--- config.mk ---
export PLATFORM = sky130hd
export DESIGN_NAME = pwm_break_unit
export DESIGN_NICKNAME = d
export VERILOG_FILES = /design/src/rtl/pbrk_pkg.sv /design/src/rtl/brk_sync.sv /design/src/rtl/brk_ctrl.sv /design/src/rtl/pwm_core.sv /design/src/rtl/pwm_break_unit.sv
export SDC_FILE = /design/constraint.sdc
export NUM_CORES = 1
export LEC_CHECK = 0
export ABC_AREA = 1
export ABC_CLOCK_PERIOD_IN_PS = 4990
export CAP_MARGIN = 40
export CORE_ASPECT_RATIO = 1.4
export CORE_MARGIN = 2
export CORE_UTILIZATION = 50
export DETAILED_ROUTE_END_ITERATION = 16
export GPL_TIMING_DRIVEN = 0
export PLACE_DENSITY = 0.75
export SLEW_MARGIN = 20
export SYNTH_ARGS = -nofsm -noshare
export SYNTH_HDL_FRONTEND = slang
export SYNTH_SLANG_ARGS = --single-unit
--- constraint.sdc ---
create_clock -name clk -period 4.99 [get_ports clk]
set_input_delay 1.2475 -clock clk [delete_from_list [all_inputs] [get_ports clk]]
set_output_delay 1.2475 -clock clk [all_outputs]
set_load 0.1 [all_outputs]
--- src/rtl/pbrk_pkg.sv ---
package pbrk_pkg;

    localparam int NUM_CH = 4;
    localparam int CTRL_W = 8;
    localparam int SEL_W  = $clog2(NUM_CH);

    // Field order is the register's bit order, MSB first
    typedef struct packed {
        logic              src_cmp;   // 1: comparator, 0: external pin
        logic              lvl_high;  // 1: high is a fault, 0: low is a fault
        logic              brk_flag;  // sticky fault flag
        logic              pin_en;    // gates the external pin
        logic [NUM_CH-1:0] pattern;   // safe level per channel
    } brk_ctrl_t;

    typedef struct packed {
        logic cmp;
        logic pin;
    } brk_src_t;

    function automatic logic level_hit(input logic sig, input logic lvl_high);
        return lvl_high ? sig : ~sig;
    endfunction

    function automatic logic pick_out(input logic en, input logic flag,
                                      input logic safe, input logic wave);
        return en & (flag ? safe : wave);
    endfunction

endpackage

--- src/rtl/brk_sync.sv ---
module brk_sync #(
    parameter int WIDTH  = 2,
    parameter int STAGES = 2
) (
    input  logic             clk,
    input  logic             rst,
    input  logic [WIDTH-1:0] d_in,
    output logic [WIDTH-1:0] d_out
);
    logic [WIDTH-1:0] stage_q [STAGES];

    generate
        for (genvar s = 0; s < STAGES; s++) begin : g_stage
            always_ff @(posedge clk) begin
                if (rst) begin
                    stage_q[s] <= '0;
                end else if (s == 0) begin
                    stage_q[s] <= d_in;
                end else begin
                    stage_q[s] <= stage_q[(s == 0) ? 0 : s - 1];
                end
            end
        end
    endgenerate

    assign d_out = stage_q[STAGES-1];
endmodule

--- src/rtl/brk_ctrl.sv ---
module brk_ctrl
    import pbrk_pkg::*;
(
    input  logic              clk,
    input  logic              rst,
    input  logic              wr,
    input  logic [CTRL_W-1:0] wdata,
    input  brk_src_t          src_s,
    output brk_ctrl_t         ctrl,
    output logic              hw_set
);
    brk_ctrl_t ctrl_q;

    always_comb begin
        if (ctrl_q.src_cmp)
            hw_set = level_hit(src_s.cmp, ctrl_q.lvl_high);
        else
            hw_set = ctrl_q.pin_en & level_hit(src_s.pin, ctrl_q.lvl_high);
    end

    always_ff @(posedge clk) begin
        if (rst) begin
            ctrl_q <= '0;
        end else begin
            if (wr)
                ctrl_q <= brk_ctrl_t'(wdata);
            // a hardware set overrides a software clear on the same edge
            if (hw_set)
                ctrl_q.brk_flag <= 1'b1;
        end
    end

    assign ctrl = ctrl_q;
endmodule

--- src/rtl/pwm_core.sv ---
module pwm_core
    import pbrk_pkg::*;
#(
    parameter int CW = 12
) (
    input  logic                 clk,
    input  logic                 rst,
    input  logic                 duty_wr,
    input  logic [SEL_W-1:0]     duty_sel,
    input  logic [CW-1:0]        duty_wdata,
    output logic [NUM_CH-1:0]    wave,
    output logic [CW-1:0]        cnt,
    output logic [NUM_CH*CW-1:0] duty_act_flat
);
    localparam logic [CW-1:0] CNT_MAX = '1;

    logic [CW-1:0] cnt_q;
    logic [CW-1:0] cnt_nxt;
    logic          wrap;

    assign wrap    = (cnt_q == CNT_MAX);
    assign cnt_nxt = cnt_q + 1'b1;

    always_ff @(posedge clk) begin
        if (rst) cnt_q <= '0;
        else     cnt_q <= cnt_nxt;
    end

    generate
        for (genvar i = 0; i < NUM_CH; i++) begin : g_ch
            logic [CW-1:0] shadow_q;
            logic [CW-1:0] act_q;
            logic [CW-1:0] act_nxt;
            logic          wave_q;

            assign act_nxt = wrap ? shadow_q : act_q;

            always_ff @(posedge clk) begin
                if (rst) begin
                    shadow_q <= '0;
                    act_q    <= '0;
                    wave_q   <= 1'b0;
                end else begin
                    if (duty_wr && duty_sel == SEL_W'(i))
                        shadow_q <= duty_wdata;
                    act_q  <= act_nxt;
                    wave_q <= (cnt_nxt < act_nxt);
                end
            end

            assign wave[i] = wave_q;
            assign duty_act_flat[i*CW +: CW] = act_q;
        end
    endgenerate

    assign cnt = cnt_q;
endmodule

--- src/rtl/pwm_break_unit.sv ---
module pwm_break_unit
    import pbrk_pkg::*;
#(
    parameter int CW        = 12,
    parameter int SYNC_STG  = 2
) (
    input  logic                clk,
    input  logic                rst,
    input  logic                reg_wr,
    input  logic [CTRL_W-1:0]   reg_wdata,
    output logic [CTRL_W-1:0]   reg_rdata,
    input  logic                duty_wr,
    input  logic [SEL_W-1:0]    duty_sel,
    input  logic [CW-1:0]       duty_wdata,
    input  logic [NUM_CH-1:0]   out_en,
    input  logic                brk_pin,
    input  logic                cmp_in,
    output logic [NUM_CH-1:0]   pwm_out
);
    brk_src_t                src_raw;
    brk_src_t                src_s;
    logic [1:0]              src_s_bits;
    brk_ctrl_t               ctrl;
    logic                    hw_set;
    logic [NUM_CH-1:0]       wave;
    logic [CW-1:0]           cnt;
    logic [NUM_CH*CW-1:0]    duty_act_flat;

    assign src_raw = '{cmp: cmp_in, pin: brk_pin};

    brk_sync #(.WIDTH(2), .STAGES(SYNC_STG)) u_sync (
        .clk   (clk),
        .rst   (rst),
        .d_in  (src_raw),
        .d_out (src_s_bits)
    );
    assign src_s = brk_src_t'(src_s_bits);

    brk_ctrl u_ctrl (
        .clk    (clk),
        .rst    (rst),
        .wr     (reg_wr),
        .wdata  (reg_wdata),
        .src_s  (src_s),
        .ctrl   (ctrl),
        .hw_set (hw_set)
    );

    pwm_core #(.CW(CW)) u_core (
        .clk           (clk),
        .rst           (rst),
        .duty_wr       (duty_wr),
        .duty_sel      (duty_sel),
        .duty_wdata    (duty_wdata),
        .wave          (wave),
        .cnt           (cnt),
        .duty_act_flat (duty_act_flat)
    );

    generate
        for (genvar i = 0; i < NUM_CH; i++) begin : g_out
            assign pwm_out[i] = pick_out(out_en[i], ctrl.brk_flag,
                                         ctrl.pattern[i], wave[i]);
        end
    endgenerate

    assign reg_rdata = CTRL_W'(ctrl);
endmodule

==> results of run 1 <==
## flip-flops by register name (all words and copies together), names as in the netlist
register and count:
u_ctrl.ctrl 8, u_core.g_ch.wave_q 4, u_sync.stage_q 4, u_core.cnt 12
u_core.g_ch.shadow_q 48, u_core.g_ch.act_q 48
## per-stage QoR
stage	power, uW	instances
5_1_grt	2580	972
3_3_place_gp	1300	927
3_5_place_dp	1330	940
4_1_cts	2510	972
6_report	2510	972
2_1_floorplan	1220	740
## worst paths after layout
| kind | to | slack, ns | cells after the start |
|---|---|---|---|
| worst min register to register | u_sync.stage_q[1][1]$_SDFF_PP0_ | 0.40 | 2 |
| worst min-delay path | u_sync.stage_q[1][1]$_SDFF_PP0_ | 0.40 | 2 |
| worst max register to register | u_core.g_ch[1].wave_q$_SDFF_PP0_ | 2.06 | 15 |
| worst max-delay path | pwm_out[2] | 1.10 | 5 |
## cells by family after synthesis
kind of cell               synth area share, %
and+or+nand+nor                           22.7
DFF                                       42.6
AOI/OAI and AO/OA                         10.2
buffers and inverters                     7.52
adders and majority gates                 8.80
muxes                                     7.09
xor gates and xnor gates                  1.05
## routing by layer
| metal | global-route usage [%] | part of all wire, % | up-vias |
|---|---|---|---|
| li1 | - | - | 2538 |
| met1 | 29.2 | 39 | 2404 |
| met2 | 44.3 | 50 | 186 |
| met3 | 5.09 | 6.2 | 36 |
| met4 | 14.6 | 4.3 | 0 |
| met5 | 0 | 0 | - |
## area by class of cell
type	count	area, um2	share of cell area (%)
multi-input combinational	511	2910	40.4
sequential	124	2480	34.5
timing repair buffer	56	616	8.56
clock buffer	24	482	6.70
inverter	76	285	3.97
tap	144	180	2.50
buffer	29	153	2.12
clock inverter	8	90.1	1.25
## worst max-delay path, cell delays in order
cell and delay [ns]:
clkdlybuf4s50_1 0.45, o21ai_0 0.07, nor2_1 0.12, clkdlybuf4s50_1 0.54, buf_8 0.21
## cell usage in the layout (no fill, tap or decap), drive strengths merged
cell	n
o21ai	61
or2	1
clkdlybuf4s50	43
mux2i	30
a211oi	4
a21oi	43
clkinv	8
nor2	185
clkbuf	39
nor3	2
inv	74
xnor2	5
nand4	16
dfxtp	124
nand3	15
ha	41
bufinv	2
buf	27
xor2	2
nand2	101
o2111ai	1
a211o	4
## report_power, final
| group | switching (uW) | leakage (uW) | internal, uW |
|---|---|---|---|
| Clock | 424 | 0.000288 | 769 |
| Sequential | 19.4 | 0.00101 | 1020 |
| Combinational | 171 | 0.00196 | 99.0 |
| Total | 615 | 0.00325 | 1890 |
==> summary.md, run 1 <==
| Metric | Value |
|---|---|
| Outcome | `complete, no violations` |
| Post-CTS sizing | `0` |
| Largest net degree at the start of global routing | `17` |
| Power density cells | `348 mW/mm2` |
| Avg Vias per Cell | `5.31` |
| Leak | `0.00325 uW` |
| CTS root buffer | `clkbuf_16` |
| Vias in the first global route | `5102` |
| Yosys top cell area share | `42.6%` |
| Port buffer count | `43` |
| YS warnings | `0` |
| Max frequency | `257 MHz` |
| Post-synthesis sequential element count | `124` |
| Sink Count | `124` |
| Clock Latency Late Sink | `0.41 ns` |
| Worst slew pin tran | `0.780 ns` |
| Async S/R FF share, synth | `0%` |
| Hold WS | `0.405 ns` |
| Commonest cells in the synthesized netlist | `nor2_1 (181), dfxtp_1 (124), nand2_1 (98)` |
| FP Rows | `46` |
| Clk slew on worst S/H paths | `0.05 ns` |
| Syn_area_per_cell | `7.87 um2` |
| Setup CP Type | `primary input to output pin` |
| WL/cell | `16.2 um` |
| Worst reg2reg startpoint | `u_core.cnt[0]$_SDFF_PP0_` |
| Critical Path Start Type | `primary input` |
| Final setup fails | `0` |
| Count leader, synth | `nor2_1` |
| Final period util | `78.0%` |
| DP Worst Slack | `1.08 ns` |
| Crit path capture type | `output pin` |
| Final Worst Setup Slack | `1.10 ns` |
| VDD IR max | `229 uV` |
| ANT cells | `0` |
| DRT iter0 DRCs | `256` |
| Post-synth top area cell | `dfxtp_1` |
| TritonCTS Buffers | `17` |
| Post-CTS Setup Inserts | `0` |
| GR Overflow Total | `0` |
| Clk_skew | `0.00387 ns` |
| Top-Level Pins | `44` |
| CTS tree | `yes` |
| Longest Clk Path Bufs | `2` |
| Post-Syn Area | `0.00583 mm2` |
| Rel. slew slack | `47.6%` |
| Critical Path Start | `out_en[2]` |
| Post-route ant nets | `0` |
| Routed WL | `15700 um` |
| Seq/Total Area, Yosys | `42.6%` |
| Final min period | `3.89 ns` |
| Initial DRT Pass Iterations | `5` |
| CP max FO | `1` |
| Synth unique cells | `27` |
| Syn-to-layout area delta | `23.5%` |
| Core Region | `0.0113 mm2` |
| First-pass GRT wire length | `24600 um` |
| Routed via count | `5164` |
| Final core occ | `63.5%` |
| Starting Density | `51.4%` |
| Slew Viols, Final | `0` |
| Final instance area | `0.00719 mm2` |
| DRC viols | `0` |
| Share of layout cells above drive strength 1 | `11.0%` |
| GP Congestion | `0.928` |
| Placed cell area | `0.00662 mm2` |
| HP Start | `u_sync.stage_q[0][1]$_SDFF_PP0_` |
| TNS Setup | `0 ns` |
| Total of max-cap violations | `0` |
| Final nets | `888` |
| Die Wd | `95.2 um` |
| RSZ-0062 raised after global routing | `false` |
| Post-synthesis cell count | `740` |
| Required time worst endpoint | `3.74 ns` |
| Fill count | `910` |
| Syn_nets | `813` |
| Most used DFF post-synth | `dfxtp_1` |
| Hold/Removal Path Class | `flop to flop` |
| EDFF count, synth | `0` |
| Crit path DAT | `2.64 ns` |
| Initial antenna violation count | `0` |
| Post-CTS Hold Fix Bufs | `0` |
| Total GRT Usage | `25.8%` |
| Die area | `0.0125 mm2` |
| Largest cells by area after synthesis | `dfxtp_1 (43%), nor2_1 (12%), ha_1 (8.8%), mux2i_2 (7.1%), nand2_1 (6.3%)` |
| Final Hold Fails | `0` |
| Placed wire-length estimate | `11600 um` |
| DIE HEIGHT | `132 um` |
| H-Tree Depth | `4` |
Note: power is estimated with default switching activity, not from simulation.
==> run 2: changes to the inputs <==
--- a/config.mk
+++ b/config.mk
@@ -6,7 +6,7 @@
 export NUM_CORES = 1
 export LEC_CHECK = 0
 export ABC_AREA = 1
-export ABC_CLOCK_PERIOD_IN_PS = 4990
+export ABC_CLOCK_PERIOD_IN_PS = 4000
 export CAP_MARGIN = 40
 export CORE_ASPECT_RATIO = 1.4
 export CORE_MARGIN = 2
==> constraint.sdc (replaced) <==
create_clock -name clk -period 4 [get_ports clk]
set_input_delay 1 -clock clk [delete_from_list [all_inputs] [get_ports clk]]
set_output_delay 1 -clock clk [all_outputs]
set_load 0.1 [all_outputs]
==> results of run 2 <==
The final DEF is identical to that of run 1. Status: complete, no violations.
Main changes from that run: setup slack after placement 1.08 ns -> 0.589 ns; setup slack after layout 1.10 ns -> 0.605 ns; register-to-register setup slack 2.06 ns -> 1.07 ns; total power 2510 uW -> 3130 uW; worst IR drop on VDD 229 uV -> 285 uV
